===== src/rtl/rs485_link_pkg.sv =====
package rs485_link_pkg;

  // which modem pin carries the driver enable
  typedef enum logic {
    DIR_ON_RTS = 1'b0,
    DIR_ON_DTR = 1'b1
  } dir_pin_e;

  // level driven on the chosen pin for a given activity state
  function automatic logic dir_level(input logic active, input logic pol);
    return pol ? active : ~active;
  endfunction

  // character acceptance rule for the receive path
  function automatic logic keep_char(input logic off, input logic addr_mode,
                                     input logic ninth, input logic hit,
                                     input logic gate);
    logic keep;
    if (off)            keep = 1'b0;
    else if (!addr_mode) keep = 1'b1;
    else if (ninth)     keep = hit;
    else                keep = gate;
    return keep;
  endfunction

endpackage


===== src/rtl/rs485_dir_timer.sv =====
module rs485_dir_timer #(
  parameter int HOLD_W = 8
) (
  input  logic              clk,
  input  logic              rst_n,
  input  logic              tx_active,
  input  logic              bit_tick,
  input  logic [HOLD_W-1:0] hold,
  output logic              active,
  output logic              release_evt
);
  logic [HOLD_W-1:0] left_q;
  logic              act_q;
  logic              left_zero;

  assign left_zero   = (left_q == '0);
  assign release_evt = act_q && !tx_active && left_zero;
  assign active      = act_q;

  always_ff @(posedge clk or negedge rst_n) begin
    if (!rst_n) begin
      act_q  <= 1'b0;
      left_q <= '0;
    end else if (tx_active) begin
      act_q  <= 1'b1;
      left_q <= hold;
    end else if (act_q) begin
      if (left_zero)     act_q  <= 1'b0;
      else if (bit_tick) left_q <= left_q - 1'b1;
    end
  end

  AST_ON_WITH_TX: assert property (@(posedge clk) disable iff (!rst_n)
    tx_active |=> act_q);

  AST_HOLD_KEEPS_ON: assert property (@(posedge clk) disable iff (!rst_n)
    (act_q && !tx_active && !left_zero) |=> act_q);

  AST_COUNT_ONLY_ON_TICK: assert property (@(posedge clk) disable iff (!rst_n)
    (act_q && !tx_active && !left_zero && !bit_tick) |=> $stable(left_q));

  AST_OFF_ONLY_WHEN_IDLE: assert property (@(posedge clk) disable iff (!rst_n)
    $fell(act_q) |-> $past(!tx_active));

endmodule


===== src/rtl/rs485_pin_route.sv =====
module rs485_pin_route
  import rs485_link_pkg::*;
(
  input  logic auto_en,
  input  logic sel,
  input  logic pol,
  input  logic active,
  input  logic mc_rts,
  input  logic mc_dtr,
  output logic rts_o,
  output logic dtr_o
);
  dir_pin_e target;
  logic     lvl;

  assign target = dir_pin_e'(sel);
  assign lvl    = dir_level(active, pol);

  always_comb begin
    rts_o = mc_rts;
    dtr_o = mc_dtr;
    if (auto_en) begin
      unique case (target)
        DIR_ON_RTS: rts_o = lvl;
        DIR_ON_DTR: dtr_o = lvl;
      endcase
    end
  end

endmodule


===== src/rtl/rs485_addr_gate.sv =====
module rs485_addr_gate
  import rs485_link_pkg::*;
#(
  parameter int DATA_W = 8
) (
  input  logic              clk,
  input  logic              rst_n,
  input  logic              multidrop,
  input  logic              auto_addr,
  input  logic              rx_off,
  input  logic [DATA_W-1:0] match_val,
  input  logic              rx_valid,
  input  logic [DATA_W-1:0] rx_data,
  input  logic              rx_ninth,
  output logic              out_valid,
  output logic [DATA_W-1:0] out_data,
  output logic              out_is_addr,
  output logic              addr_irq,
  output logic              rx_en
);
  logic addr_mode, is_addr, hit, accept, gate_q;

  assign addr_mode = multidrop && auto_addr;
  assign is_addr   = multidrop && rx_ninth;
  assign hit       = (rx_data == match_val);
  assign accept    = rx_valid && keep_char(rx_off, addr_mode, rx_ninth, hit, gate_q);
  assign rx_en     = !rx_off && (!addr_mode || gate_q);

  always_ff @(posedge clk or negedge rst_n) begin
    if (!rst_n) begin
      gate_q <= 1'b0;
    end else if (!addr_mode) begin
      gate_q <= 1'b0;
    end else if (rx_valid && !rx_off && rx_ninth) begin
      gate_q <= hit;
    end
  end

  always_ff @(posedge clk or negedge rst_n) begin
    if (!rst_n) begin
      out_valid   <= 1'b0;
      out_data    <= '0;
      out_is_addr <= 1'b0;
      addr_irq    <= 1'b0;
    end else begin
      out_valid   <= accept;
      out_is_addr <= accept && is_addr;
      addr_irq    <= accept && is_addr;
      if (accept) out_data <= rx_data;
    end
  end

  AST_OFF_DROPS_ALL: assert property (@(posedge clk) disable iff (!rst_n)
    (rx_valid && rx_off) |=> (!out_valid && !addr_irq));

  AST_IRQ_WITH_ADDR: assert property (@(posedge clk) disable iff (!rst_n)
    addr_irq |-> (out_valid && out_is_addr));

  AST_MISS_CLOSES: assert property (@(posedge clk) disable iff (!rst_n)
    (rx_valid && !rx_off && addr_mode && rx_ninth && !hit) |=> (!rx_en && !out_valid));

  AST_CLOSED_DROPS_DATA: assert property (@(posedge clk) disable iff (!rst_n)
    (rx_valid && addr_mode && !rx_ninth && !rx_en) |=> !out_valid);

  AST_LEAVE_CLOSES: assert property (@(posedge clk) disable iff (!rst_n)
    !addr_mode |=> !gate_q);

endmodule


===== src/rtl/rs485_link_ctrl.sv =====
module rs485_link_ctrl #(
  parameter int DATA_W = 8,
  parameter int HOLD_W = 8
) (
  input  logic              clk,
  input  logic              rst_n,
  input  logic              dir_auto,
  input  logic              dir_sel,
  input  logic              dir_pol,
  input  logic [HOLD_W-1:0] dir_hold,
  input  logic              mc_rts,
  input  logic              mc_dtr,
  input  logic              tx_active,
  input  logic              bit_tick,
  output logic              rts_pin,
  output logic              dtr_pin,
  input  logic              multidrop,
  input  logic              auto_addr,
  input  logic              rx_off,
  input  logic [DATA_W-1:0] station_addr,
  input  logic              rx_valid,
  input  logic [DATA_W-1:0] rx_data,
  input  logic              rx_ninth,
  output logic              rx_out_valid,
  output logic [DATA_W-1:0] rx_out_data,
  output logic              rx_out_addr,
  output logic              addr_irq,
  output logic              rx_enabled
);
  logic dir_active;
  logic dir_release;

  rs485_dir_timer #(.HOLD_W(HOLD_W)) u_timer (
    .clk        (clk),
    .rst_n      (rst_n),
    .tx_active  (tx_active),
    .bit_tick   (bit_tick),
    .hold       (dir_hold),
    .active     (dir_active),
    .release_evt(dir_release)
  );

  rs485_pin_route u_route (
    .auto_en(dir_auto),
    .sel    (dir_sel),
    .pol    (dir_pol),
    .active (dir_active),
    .mc_rts (mc_rts),
    .mc_dtr (mc_dtr),
    .rts_o  (rts_pin),
    .dtr_o  (dtr_pin)
  );

  rs485_addr_gate #(.DATA_W(DATA_W)) u_gate (
    .clk        (clk),
    .rst_n      (rst_n),
    .multidrop  (multidrop),
    .auto_addr  (auto_addr),
    .rx_off     (rx_off),
    .match_val  (station_addr),
    .rx_valid   (rx_valid),
    .rx_data    (rx_data),
    .rx_ninth   (rx_ninth),
    .out_valid  (rx_out_valid),
    .out_data   (rx_out_data),
    .out_is_addr(rx_out_addr),
    .addr_irq   (addr_irq),
    .rx_en      (rx_enabled)
  );

  AST_RELEASE_TO_IDLE: assert property (@(posedge clk) disable iff (!rst_n)
    (dir_release && !tx_active && dir_auto && !dir_sel && $stable(dir_pol)
     && $stable(dir_auto) && $stable(dir_sel))
    |=> (tx_active || rts_pin == !dir_pol));

  AST_MANUAL_PINS: assert property (@(posedge clk) disable iff (!rst_n)
    !dir_auto |-> (rts_pin == mc_rts && dtr_pin == mc_dtr));

endmodule


===== config.mk =====
export PLATFORM = sky130hd
export DESIGN_NAME = rs485_link_ctrl
export DESIGN_NICKNAME = d
export VERILOG_FILES = /design/src/rtl/rs485_link_pkg.sv /design/src/rtl/rs485_dir_timer.sv /design/src/rtl/rs485_pin_route.sv /design/src/rtl/rs485_addr_gate.sv /design/src/rtl/rs485_link_ctrl.sv
export SDC_FILE = /design/constraint.sdc
export NUM_CORES = 1
export LEC_CHECK = 0
export BUFFER_PORTS_ARGS = -buffer_cell sky130_fd_sc_hd__clkbuf_2
export CAP_MARGIN = 20
export CELL_PAD_IN_SITES_DETAIL_PLACEMENT = 1
export CELL_PAD_IN_SITES_GLOBAL_PLACEMENT = 1
export CORE_MARGIN = 4
export CORE_UTILIZATION = 34
export CTS_CLUSTER_SIZE = 24
export DETAILED_ROUTE_END_ITERATION = 8
export GPL_TIMING_DRIVEN = 0
export PLACE_DENSITY_LB_ADDON = 0.1
export REMOVE_ABC_BUFFERS = 1
export SLEW_MARGIN = 10
export SYNTH_ARGS = -nofsm -noshare
export SYNTH_HDL_FRONTEND = slang
export SYNTH_SLANG_ARGS = --single-unit

===== constraint.sdc =====
create_clock -name clk -period 2 [get_ports clk]
set_clock_uncertainty 0.15 [all_clocks]
set_input_delay 0.3 -clock clk [delete_from_list [all_inputs] [get_ports clk]]
set_output_delay 0.3 -clock clk [all_outputs]
set_load 0.01 [all_outputs]

# --- After elaboration in Yosys (flattened, before gate mapping) ---
# Cells that the tools add are included.
# W data, S select, Z words.
word_totals:
  regBits: 20
  latchBits: 0
  ramBits: 0
  romBits: 0
  input_bits: 38
  output_inout_bits: 14
  word_cells: 42
  n_memories: 0
classes:
  add_sub_neg: 1
  n_mul: 0
  div_mod_pow: 0
  magnitude_cmp: 0
  eq_ne: 3
  n_shift: 0
  mux: 17
  bitwise_logic: 1
  n_reduce_logical: 14
ops:
  columns: ["op", "count"]
  rows:
  - ["$mux W8", 4]
  - ["$mux W1", 13]
  - ["$eq A8 B8 Y1", 1]
  - ["$logic_not A8 Y1", 1]
  - ["$sub A8 B1 Y8 const B", 1]
  - ["$logic_and A1 B1 Y1", 7]
  - ["$ne A2 B2 Y1 const B", 2]
  - ["$reduce_bool A2 Y1", 2]
  - ["$reduce_and A3 Y1", 1]
  - ["$logic_not A1 Y1", 2]
  - ["$logic_or A1 B1 Y1", 1]
  - ["$not A1 Y1", 1]

# --- Depth between registers and ports, before layout ---
# Gate-level depths: netlist (run 1).
depth:
  word_depth: 6
  depth_mapped: 6

# --- Cells and area by module ---
# From an unflattened synthesis (run 1), not the netlist that was laid out.
unflattened:
  hier_cells: 112
  area_unflattened_um2: 1224.9
by_module_without_submodules:
  columns: ["module", "instances", "cells_each", "area_each_um2"]
  rows:
  - ["rs485_addr_gate", 1, 45, 591.8]
  - ["rs485_dir_timer", 1, 62, 591.8]
  - ["rs485_pin_route", 1, 5, 41.3]

# --- Worst setup path after synthesis (run 1) ---
# No wires, ideal clock.
synth_path:
  kind: "register to register"
  from: "register u_timer.left_q[4]"
  to: "register u_timer.left_q[7]"
  arrival_time_ps: 1596
  required_ps: 1725
  setup_slack_ps: 129
  stages_incl_launch_ff: 5
  period_less_slack_ps: 1871
  path_cell_list: "dfrtp_1 nor4_4 nor3b_1 mux2_2 mux2_2"
synth_between:
  elab_chain_len: 5
  elab_cells_between_ends: 8
  cone_classes: "add/sub: 1; eq/ne: 1; mux: 4; reduce/logical: 2"
synth_rtl:
  columns: ["item", "line", "source"]
  rows:
  - ["from (decl)", "rs485_dir_timer.sv:12", "logic [HOLD_W-1:0] left_q;"]
  - ["from (signal assigned)", "rs485_dir_timer.sv:26", "left_q <= hold;"]
  - ["from (signal assigned)", "rs485_dir_timer.sv:29", "else if (bit_tick) left_q <= left_q - 1'b1;"]
  - ["$sub A8 B1 Y8", "rs485_dir_timer.sv:29", null]
  - ["$mux W8", "rs485_dir_timer.sv:29", null]
  - ["$mux W8", "rs485_dir_timer.sv:28", "if (left_zero) act_q <= 1'b0;"]
  - ["$mux W8", "rs485_dir_timer.sv:27", "end else if (act_q) begin"]
  - ["$mux W8", "rs485_dir_timer.sv:24", "end else if (tx_active) begin"]
# Parallel ways exist; a longest one is shown, timed or not. The select of a mux whose other input is x is not followed.
# A chain may end at the register's enable or synchronous reset.

# --- Final worst setup path (run 1) ---
layout_path:
  from: "register u_timer.left_q[0]"
  to: "register u_timer.left_q[6]"
# The elaborated chain is that of the path after synthesis.

==> results.yml, run 1 <==
run_status:
  status: "finished clean"
sta:
  finalHoldViolCount: 0
  maxSlewViolCount: 0
  post-route-period-util: 0.945
  tightest_slew_ps: 537
  fmax_mhz: 529
  period_minus_slack_ps: 1890
  fin_hold_ws_ps: 45.3
  setup_viol: 0
  relSlewSlack: 0.642
  rsz0062_at_grt: "false"
placement:
  hpwl_um: 2270
  io_buffers: 51
  gp_congestion: 0.719
  dpl_cell_area_um2: 1450
detailed_routing:
  wl_met1_um: 1160
  drt-total-wl_um: 2840
  wl_met3_um: 190
  detail-route-antenna-nets: 0
  drc: 0
  wl_met2_um: 1470
  detail_route.first_pass.iterations: 4
  first_iter_violations: 17
  top_layer: "met4"
  wire_per_inst_um: 13.8
  vias_per_cell: 4.80
  num_vias: 988
grt:
  first_global_vias: 1020
  grt_pass1_wl_um: 4580
  grt.overflow.total: 0
  grt_max_degree: 21
  antenna_found_initial: 0
  grt.total_usage: 0.139
floorplanning:
  die_width_um: 66.2
  initial_utilization: 0.365
  coreArea_um2: 3150
  die_h_um: 66.2
  dieArea_um2: 4380
  io_pins: 52
  placementRows: 20
synth:
  yosysMostFrequentCell: "dfrtp_1"
  ys.warnings.count: 0
  synth.top_cells.by_count: "dfrtp_1 (20), mux2_2 (16), xor2_1 (9), nand2_1 (8), nor2_1 (8)"
  ys_seq_area_frac: 0.435
  synth_area_um2: 1150
  synth_cells: 104
  synth_top_area_frac: 0.435
  synth_top_cell_by_area: "dfrtp_1"
  synth-seq-cells: 20
  synth_edf_count: 0
  async_flop_share: 1.00
  synthTopCellsByArea: "dfrtp_1 (43%), mux2_2 (16%), xor2_1 (6.8%)"
  synthFlopType: "dfrtp_1"
  ys_types: 32
  syn_avg_cell_area_um2: 11.1
min_path:
  min_path_type: "in2reg"
  hold_depth: 3
  hold_end: "u_timer.left_q[2]"
  hp-start: "dir_hold[2]"
layout:
  seq_area_um2: 500
  num_antenna_cells: 0
  fillers: 391
  drive_gt1_frac: 0.500
  fin_area_um2: 1550
  multi_input_area_um2: 627
  areaGrowthSynthToFinish_pct: 34.6
  final_nets: 203
critical_path:
  cp_max_fo: 2
  crit_required_ps: 2050
  path_class: "reg2reg"
  r2r-end: "u_timer.left_q[6]"
  reg2reg_depth: 6
  startpoint_type: "register"
  critical_path_arrival_ps: 1940
  end_kind: "register"
  rrSetupSlack_ps: 110
  r2r-start: "u_timer.left_q[0]"
clocking:
  cts-root-buf: "clkbuf_4"
  clockBufferDepth: 2
  cts.htree.levels: 1
  cts_tree: "yes"
  numCtsBuffers: 3
  clkTransAtPathRegs_ps: 120
  clock_latency_ps: 310
  cts.sinks: 20
pwr:
  vdd_ir_drop_max_v: 0.000511
  power_uw: 1130
  p_leak_uw: 0.000742
  power.density_nw_per_um2: 729
job:
  maxCapViolations: 0
## how the worst max path moves through the flow
stage                      startpoint                end  slack, ps  depth (start not counted)
finish              u_timer.left_q[0]  u_timer.left_q[6]        110                          6
global route        u_timer.left_q[0]  u_timer.left_q[6]        0.8                          6
CTS                 u_timer.left_q[1]  u_timer.left_q[6]        -20                          6
detailed placement  u_timer.left_q[0]  u_timer.left_q[6]        -50                          6
global placement    u_timer.left_q[4]  u_timer.left_q[7]         20                          4
floorplan           u_timer.left_q[4]  u_timer.left_q[7]        130                          4
## per-layer routing
metal	global-route usage	up-vias
met1	0.155	472
met2	0.250	32
met4	0.0381	0
met3	0.0442	2
met5	0	-
li1	-	482
## cells in the final DEF (no fill, tap or decap), types with 2 or more instances in the layout
master | Yosys | layout
clkbuf_2 | 0 | 51
dfrtp_1 | 20 | 20
mux2_2 | 16 | 16
xor2_1 | 9 | 9
nand2_1 | 8 | 8
nor2_1 | 8 | 8
a21oi_1 | 5 | 5
inv_1 | 5 | 4
buf_4 | 1 | 4
xnor2_1 | 3 | 3
o21ai_0 | 3 | 3
clkbuf_4 | 0 | 3
nor4_2 | 1 | 2
nand2b_1 | 2 | 2
nor2b_1 | 2 | 2
nor3b_1 | 2 | 2
ha_1 | 2 | 2
## cell type report
type / count / share of cell area
timing repair buffer: 56 / 0.191
multi-input combinational: 77 / 0.405
clock buffer: 3 / 0.0145
tap: 44 / 0.0355
sequential: 20 / 0.323
inverter: 5 / 0.0121
clock inverter: 1 / 0.0194
## power by group
part	internal (uW)	switching (uW)
clock	203	133
combinational	154	139
sequential	457	44.4
total	813	316
## registers in the layout, summed over array words and instances, names as in the netlist
name,count
u_gate.out_is_addr,1
u_timer.left_q,8
u_gate.gate_q,1
u_timer.active,1
u_gate.out_valid,1
u_gate.out_data,8
## timing repair
item,in CTS,in global routing
hold endpoints to repair,20,0
pin swaps,3,1
buffers inserted,3,1
hold buffers,1,0
resized for setup,1,1
endpoints found under the setup margin,3,1
## worst max-delay path: stages, from the launching register on
cell and delay, ps:
dfrtp_1 400, inv_1 80, ha_1 170, nand4b_1 150
nor4_2 200, mux2_2 380, mux2_2 250
## cell families (layout without fill, tap and decap cells)
kind of cell	count (synthesis)	after routing	share of synthesized area
AO/OA/AOI/OAI	15	15	0.101
XOR/XNOR	12	12	0.0913
adder cells (fa/ha/maj)	2	2	0.0217
buffers and inverters	7	65	0.0261
flip-flops	20	20	0.435
multiplexers	17	17	0.165
AND/OR/NAND/NOR	31	31	0.160
## per-stage QoR
step | worst slack, ps | instances | TNS [ps] | util
finish | 110 | 206 | 0 | 0.491
global route | 0.829 | 206 | 0 | 0.491
CTS | -21.4 | 205 | -21.4 | 0.489
detailed placement | -49.3 | 197 | -71.4 | 0.460
global placement | 19.9 | 197 | 0 | 0.460
floorplan | 129 | 102 | 0 | -
Power figures use the tool's default switching activity.
==> run 2: changes to the inputs <==
Settings changed: ABC_AREA set to 1, CORE_MARGIN 4 to not set, CORE_UTILIZATION 34 to 32.
==> run 2 against run 1 <==
  * Power is 8.3% higher
  * Non-clock buffer count fell by 4
  * Sequential share of layout area decreased by 1.4 points
  * Highest routed layer unchanged
  * Critical endpoint is now rts_pin
  * Synthesized area is 8.2% higher
  * Wire length increased by 17%
  * Global-route usage grew 4.1 points
  * Synthesized cell count up 63%
  * Worst hold slack improved by 64 ps
  * Cell count up 32%
  * Clock power up 24%
  * Final area up 4.5%
==> results.yml, run 2 <==
run_status:
  status: "finished clean"
synth:
  synth_cells: 170
  synth.top_cells.by_count: "nand2_1 (58), dfrtp_1 (20), nand3_1 (18), inv_1 (17), nor2_1 (10)"
  synth_top_family_by_area: "simple AND/OR/NAND/NOR gates"
  yosysMostFrequentCell: "nand2_1"
  synth_edf_count: 0
  synthAdderAreaFrac: 0.0201
  ys_types: 24
  syn_avg_cell_area_um2: 7.32
  ys_seq_area_frac: 0.402
  synthTopCellsByArea: "dfrtp_1 (40%), nand2_1 (17%), nand3_1 (7.2%)"
  synth_mux_area_frac: 0
  synth_area_um2: 1240
  ys.warnings.count: 0
  synthFlopType: "dfrtp_1"
  synth-xor-area-share: 0.0422
  async_flop_share: 1.00
  synth_compound_area_frac: 0.0814
  synth_simple_gate_area_frac: 0.370
  synth-seq-cells: 20
  synth_top_cell_by_area: "dfrtp_1"
  synth_top_area_frac: 0.402
pwr:
  vdd_ir_drop_max_v: 0.000282
  switchingPower_uw: 371
  internal_power_uw: 853
  clockPowerShare: 0.339
  combPwrFrac: 0.256
  power_uw: 1220
  power.density_nw_per_um2: 756
  seq_power_share: 0.406
  p_leak_uw: 0.000906
  p_sw_frac: 0.303
placement:
  dpl_cell_area_um2: 1540
  hpwl_um: 2660
  place_ws_ps: 407
  io_buffers: 51
  gp_congestion: 0.798
layout:
  num_antenna_cells: 0
  drive_gt1_frac: 0.318
  fillers: 508
  utilization: 0.439
  final_nets: 264
  fin_area_um2: 1620
  layout_common_cells: "nand2_1 (58), clkbuf_2 (51), dfrtp_1 (20)"
  areaGrowthSynthToFinish_pct: 30.1
  final_common_cell: "nand2_1"
  reg_top3: "u_gate.out_data x8, u_timer.left_q x8"
sta:
  maxSlewViolCount: 0
  fmax_mhz: 620
  finalSetupTns_ps: 0
  tightest_slew_ps: 523
  fin_ws_ps: 388
  period_minus_slack_ps: 1610
  finalHoldViolCount: 0
  post-route-period-util: 0.806
  setup_viol: 0
  rsz0062_at_grt: "false"
  relSlewSlack: 0.651
floorplanning:
  io_pins: 52
  die_h_um: 64.4
  initial_utilization: 0.338
  dieArea_um2: 4140
  die_width_um: 64.4
  placementRows: 22
  coreArea_um2: 3690
critical_path:
  end_kind: "output pin"
  r2r-start: "u_timer.left_q[1]"
  critical_path_arrival_ps: 1160
  startpoint_type: "register"
  cp_max_fo: 3
  r2r-end: "u_timer.left_q[6]"
  endpoint: "rts_pin"
  crit_required_ps: 1550
  rrSetupSlack_ps: 440
  reg2reg_depth: 7
  path_class: "reg2out"
  critPathLaunch: "u_timer.active"
grt:
  first_global_vias: 1333
  grt.overflow.total: 0
  grt.total_usage: 0.180
  grt_max_degree: 21
  antenna_found_initial: 0
  grt_pass1_wl_um: 5860
detailed_routing:
  drt-total-wl_um: 3330
  vias_per_cell: 4.66
  first_iter_violations: 32
  detail-route-antenna-nets: 0
  num_vias: 1264
  detail_route.first_pass.iterations: 4
  wire_per_inst_um: 12.3
  drc: 0
clocking:
  cts_tree: "yes"
  post_cts_resized: 0
  numCtsBuffers: 3
  cts.htree.levels: 1
  ctsHoldBuffers: 1
  clockBufferDepth: 2
  cts_setup_buffers: 0
  clkTransAtPathRegs_ps: 80
  clock_latency_ps: 260
  cts.sinks: 20
  cts-root-buf: "clkbuf_8"
job:
  maxCapViolations: 0
min_path:
  min_path_type: "in2reg"
==> run 2: changes by cell type after synthesis, moves of 3 or more <==
cell and delta:
nand3_1 +17, o21ai_1 +6, nand2_1 +50, inv_2 +5, nor2_2 +3, nand4_1 +3
xor2_1 -6, mux2_2 -16, a31oi_1 +3, inv_1 +12
==> run 2: layer usage <==
layer | up-vias | part of all wire | global-route usage
met2 | 36 | 0.49 | 0.316
met4 | 0 | 0.0033 | 0.0417
met1 | 581 | 0.47 | 0.231
li1 | 645 | - | -
met5 | - | 0 | 0
met3 | 2 | 0.039 | 0.0250
==> run 2: worst min path at each step <==
stage                            from                 end  slack, ps  cells past startpoint
final                     dir_hold[4]   u_timer.left_q[4]        110                      3
after global routing      dir_hold[7]   u_timer.left_q[7]        120                      3
after CTS                  rx_data[1]  u_gate.out_data[1]        110                      3
after detailed placement        rst_n      u_timer.active        160                      1
after global placement          rst_n   u_timer.left_q[4]        160                      1
after floorplan                 rst_n       u_gate.gate_q       -150                      0
==> run 2: worst max-delay path, stage by stage, from the launching register on <==
cell and delay [ps]:
dfrtp_1 420, xor2_1 180, a31oi_1 150, clkbuf_2 150
==> run 2: logic make-up after synthesis <==
group,count (synthesis)
AOI/OAI and AO/OA,18
xor gates and xnor gates,6
and+or+nand+nor,99
adders and majority gates,2
buffers and inverters,25
DFF,20
==> run 2: metrics by stage <==
stage	instances	hold slack [ps]
after floorplan	167	-146
after global placement	266	160
after detailed placement	266	162
after CTS	271	108
after global routing	271	124
final	271	109
==> run 2: power by group through the flow <==
stage               sequential [uW]  clock (uW)  combinational, uW
finish                          497         414                313
floorplan                       510           0                173
CTS                             497         427                318
global placement                503           0                299
detailed placement              504           0                315
global route                    503         450                359
==> run 2: layout make-up <==
| class | instances | area, um2 | share of cell area |
|---|---|---|---|
| inverter | 22 | 82.6 | 0.0510 |
| sequential | 20 | 500 | 0.309 |
| multi-input combinational | 125 | 639 | 0.395 |
| clock buffer | 3 | 41.3 | 0.0255 |
| tap | 48 | 60.1 | 0.0371 |
| clock inverter | 1 | 30.0 | 0.0185 |
| timing repair buffer | 52 | 265 | 0.164 |
==> run 3: changes to the inputs <==
Settings changed: CORE_UTILIZATION 32 to 29.
Clock period 2 ns to 1.35 ns, I/O delays scaled along.
==> run 3 against run 2 <==
  * The run now ends with negative setup slack left
  * Die area rose by 10%
  * Critical path type unchanged
  * Setup slack got worse by 520 ps
  * Worst hold slack got worse by 98 ps
  * Critical endpoint is now dtr_pin
==> results.yml, run 3 (synthesized netlist as in run 2, its figures left out) <==
critical_path:
  path_class: "reg2out"
  critPathLaunch: "u_timer.active"
  end_kind: "output pin"
  r2r-start: "u_timer.left_q[0]"
  critical_path_arrival_ps: 1130
  crit_required_ps: 1000
  reg2reg_depth: 7
  endpoint: "dtr_pin"
  r2r-end: "u_timer.left_q[0]"
  rrSetupSlack_ps: -120
  cp_max_fo: 2
  startpoint_type: "register"
clocking:
  clockBufferDepth: 2
  cts-root-buf: "clkbuf_8"
  numCtsBuffers: 3
  clkTransAtPathRegs_ps: 80
  cts.sinks: 20
  cts_tree: "yes"
  cts.htree.levels: 1
  clock_latency_ps: 270
grt:
  first_global_vias: 1390
  grt.overflow.total: 0
  antenna_found_initial: 0
  grt_max_degree: 21
  grt_pass1_wl_um: 6400
  grt.total_usage: 0.189
layout:
  multi_input_area_um2: 853
  seq_area_um2: 500
  fillers: 517
  final_nets: 278
  areaGrowthSynthToFinish_pct: 52.3
  num_antenna_cells: 0
  drive_gt1_frac: 0.479
  stdcell_count: 286
  fin_area_um2: 1900
  final_common_cell: "clkbuf_2"
  reg_top3: "u_gate.out_data x8, u_timer.left_q x8"
  layout_common_cells: "clkbuf_2 (48), nand2_1 (45), dfrtp_1 (20)"
  utilization: 0.467
floorplanning:
  io_pins: 52
  dieArea_um2: 4560
  initial_utilization: 0.307
  die_width_um: 67.5
  die_h_um: 67.5
  placementRows: 23
  coreArea_um2: 4060
sta:
  fmax_mhz: 675
  finalHoldViolCount: 0
  rsz0062_at_grt: "true"
  setup_viol: 10
  maxSlewViolCount: 0
  tightest_slew_ps: 550
  fin_ws_ps: -131
  finalSetupTns_ps: -1110
  relSlewSlack: 0.633
  period_minus_slack_ps: 1480
  post-route-period-util: 1.10
placement:
  gp_congestion: 0.711
  dp.cells: 268
  hpwl_um: 2730
  dpl_cell_area_um2: 1540
  io_buffers: 51
detailed_routing:
  drc: 0
  first_iter_violations: 25
  num_vias: 1355
  drt-total-wl_um: 3950
  vias_per_cell: 4.74
  detail_route.first_pass.iterations: 4
  wire_per_inst_um: 13.8
  detail-route-antenna-nets: 0
run_status:
  status: "finished with violations"
  violations: "negative setup slack"
pwr:
  vdd_ir_drop_max_v: 0.000400
  p_leak_uw: 0.00102
  power.density_nw_per_um2: 944
job:
  maxCapViolations: 0
min_path:
  min_path_type: "in2reg"
-- run 3: changes by cell type in the layout (fill, tap and decap cells not counted), sizes merged --
| cell | change |
|---|---|
| bufinv | -1 |
| nand2 | +2 |
| clkbuf | -3 |
| nand3 | +1 |
| buf | +14 |
-- run 3: worst min-delay path by stage --
stage	start	to	slack (ps)	cells past startpoint
3_3_place_gp	rst_n	u_timer.left_q[7]	60	1
4_1_cts	rx_data[2]	u_gate.out_data[2]	20	3
5_1_grt	dir_hold[4]	u_timer.left_q[4]	30	3
2_1_floorplan	rst_n	u_gate.gate_q	-240	0
3_5_place_dp	rst_n	u_timer.left_q[6]	70	1
6_report	dir_hold[7]	u_timer.left_q[7]	10	3
-- run 3: layout make-up --
class / count / area share
inverters: 22 / 0.0436
clock buffers: 3 / 0.0218
multi-input cells: 128 / 0.450
repair buffers: 63 / 0.187
well taps: 50 / 0.0330
flip-flops and latches: 20 / 0.264
-- run 3: worst max-delay path, stage by stage (launching register included) --
cell     delay, ps
dfrtp_1        390
xor2_1         220
a31oi_1        100
buf_2          150
-- run 3: routing by layer --
layer / track usage / up-vias / part of all wire
li1: - / 685 / -
met1: 0.242 / 630 / 0.45
met2: 0.325 / 36 / 0.49
met3: 0.0287 / 4 / 0.049
met4: 0.0559 / 0 / 0.011
met5: 0 / - / 0
-- run 3: what timing repair did --
action	CTS	global route
pin swaps	8	13
hold endpoints to repair	20	0
gates cloned	2	1
hold buffers	1	0
endpoints found under the setup margin	18	20
buffers inserted	11	2
resized for setup	20	29
-- run 3: power breakdown --
group / leakage [uW] / internal [uW] / switching, uW / total [uW]
registers: 0.000246 / 677 / 63.6 / 741
clock network: 0.0000216 / 200 / 215 / 414
logic: 0.000754 / 280 / 355 / 635
total: 0.00102 / 1160 / 633 / 1790
-- run 3: stage by stage --
stage               hold slack [ps]  total power (uW)  setup WS, ps
finish                         11.7              1790          -131
global placement               62.5              1190          -136
detailed placement             67.9              1220          -163
global route                   28.3              1920          -212
floorplan                      -243              1010          24.2
CTS                            15.5              1740          -129
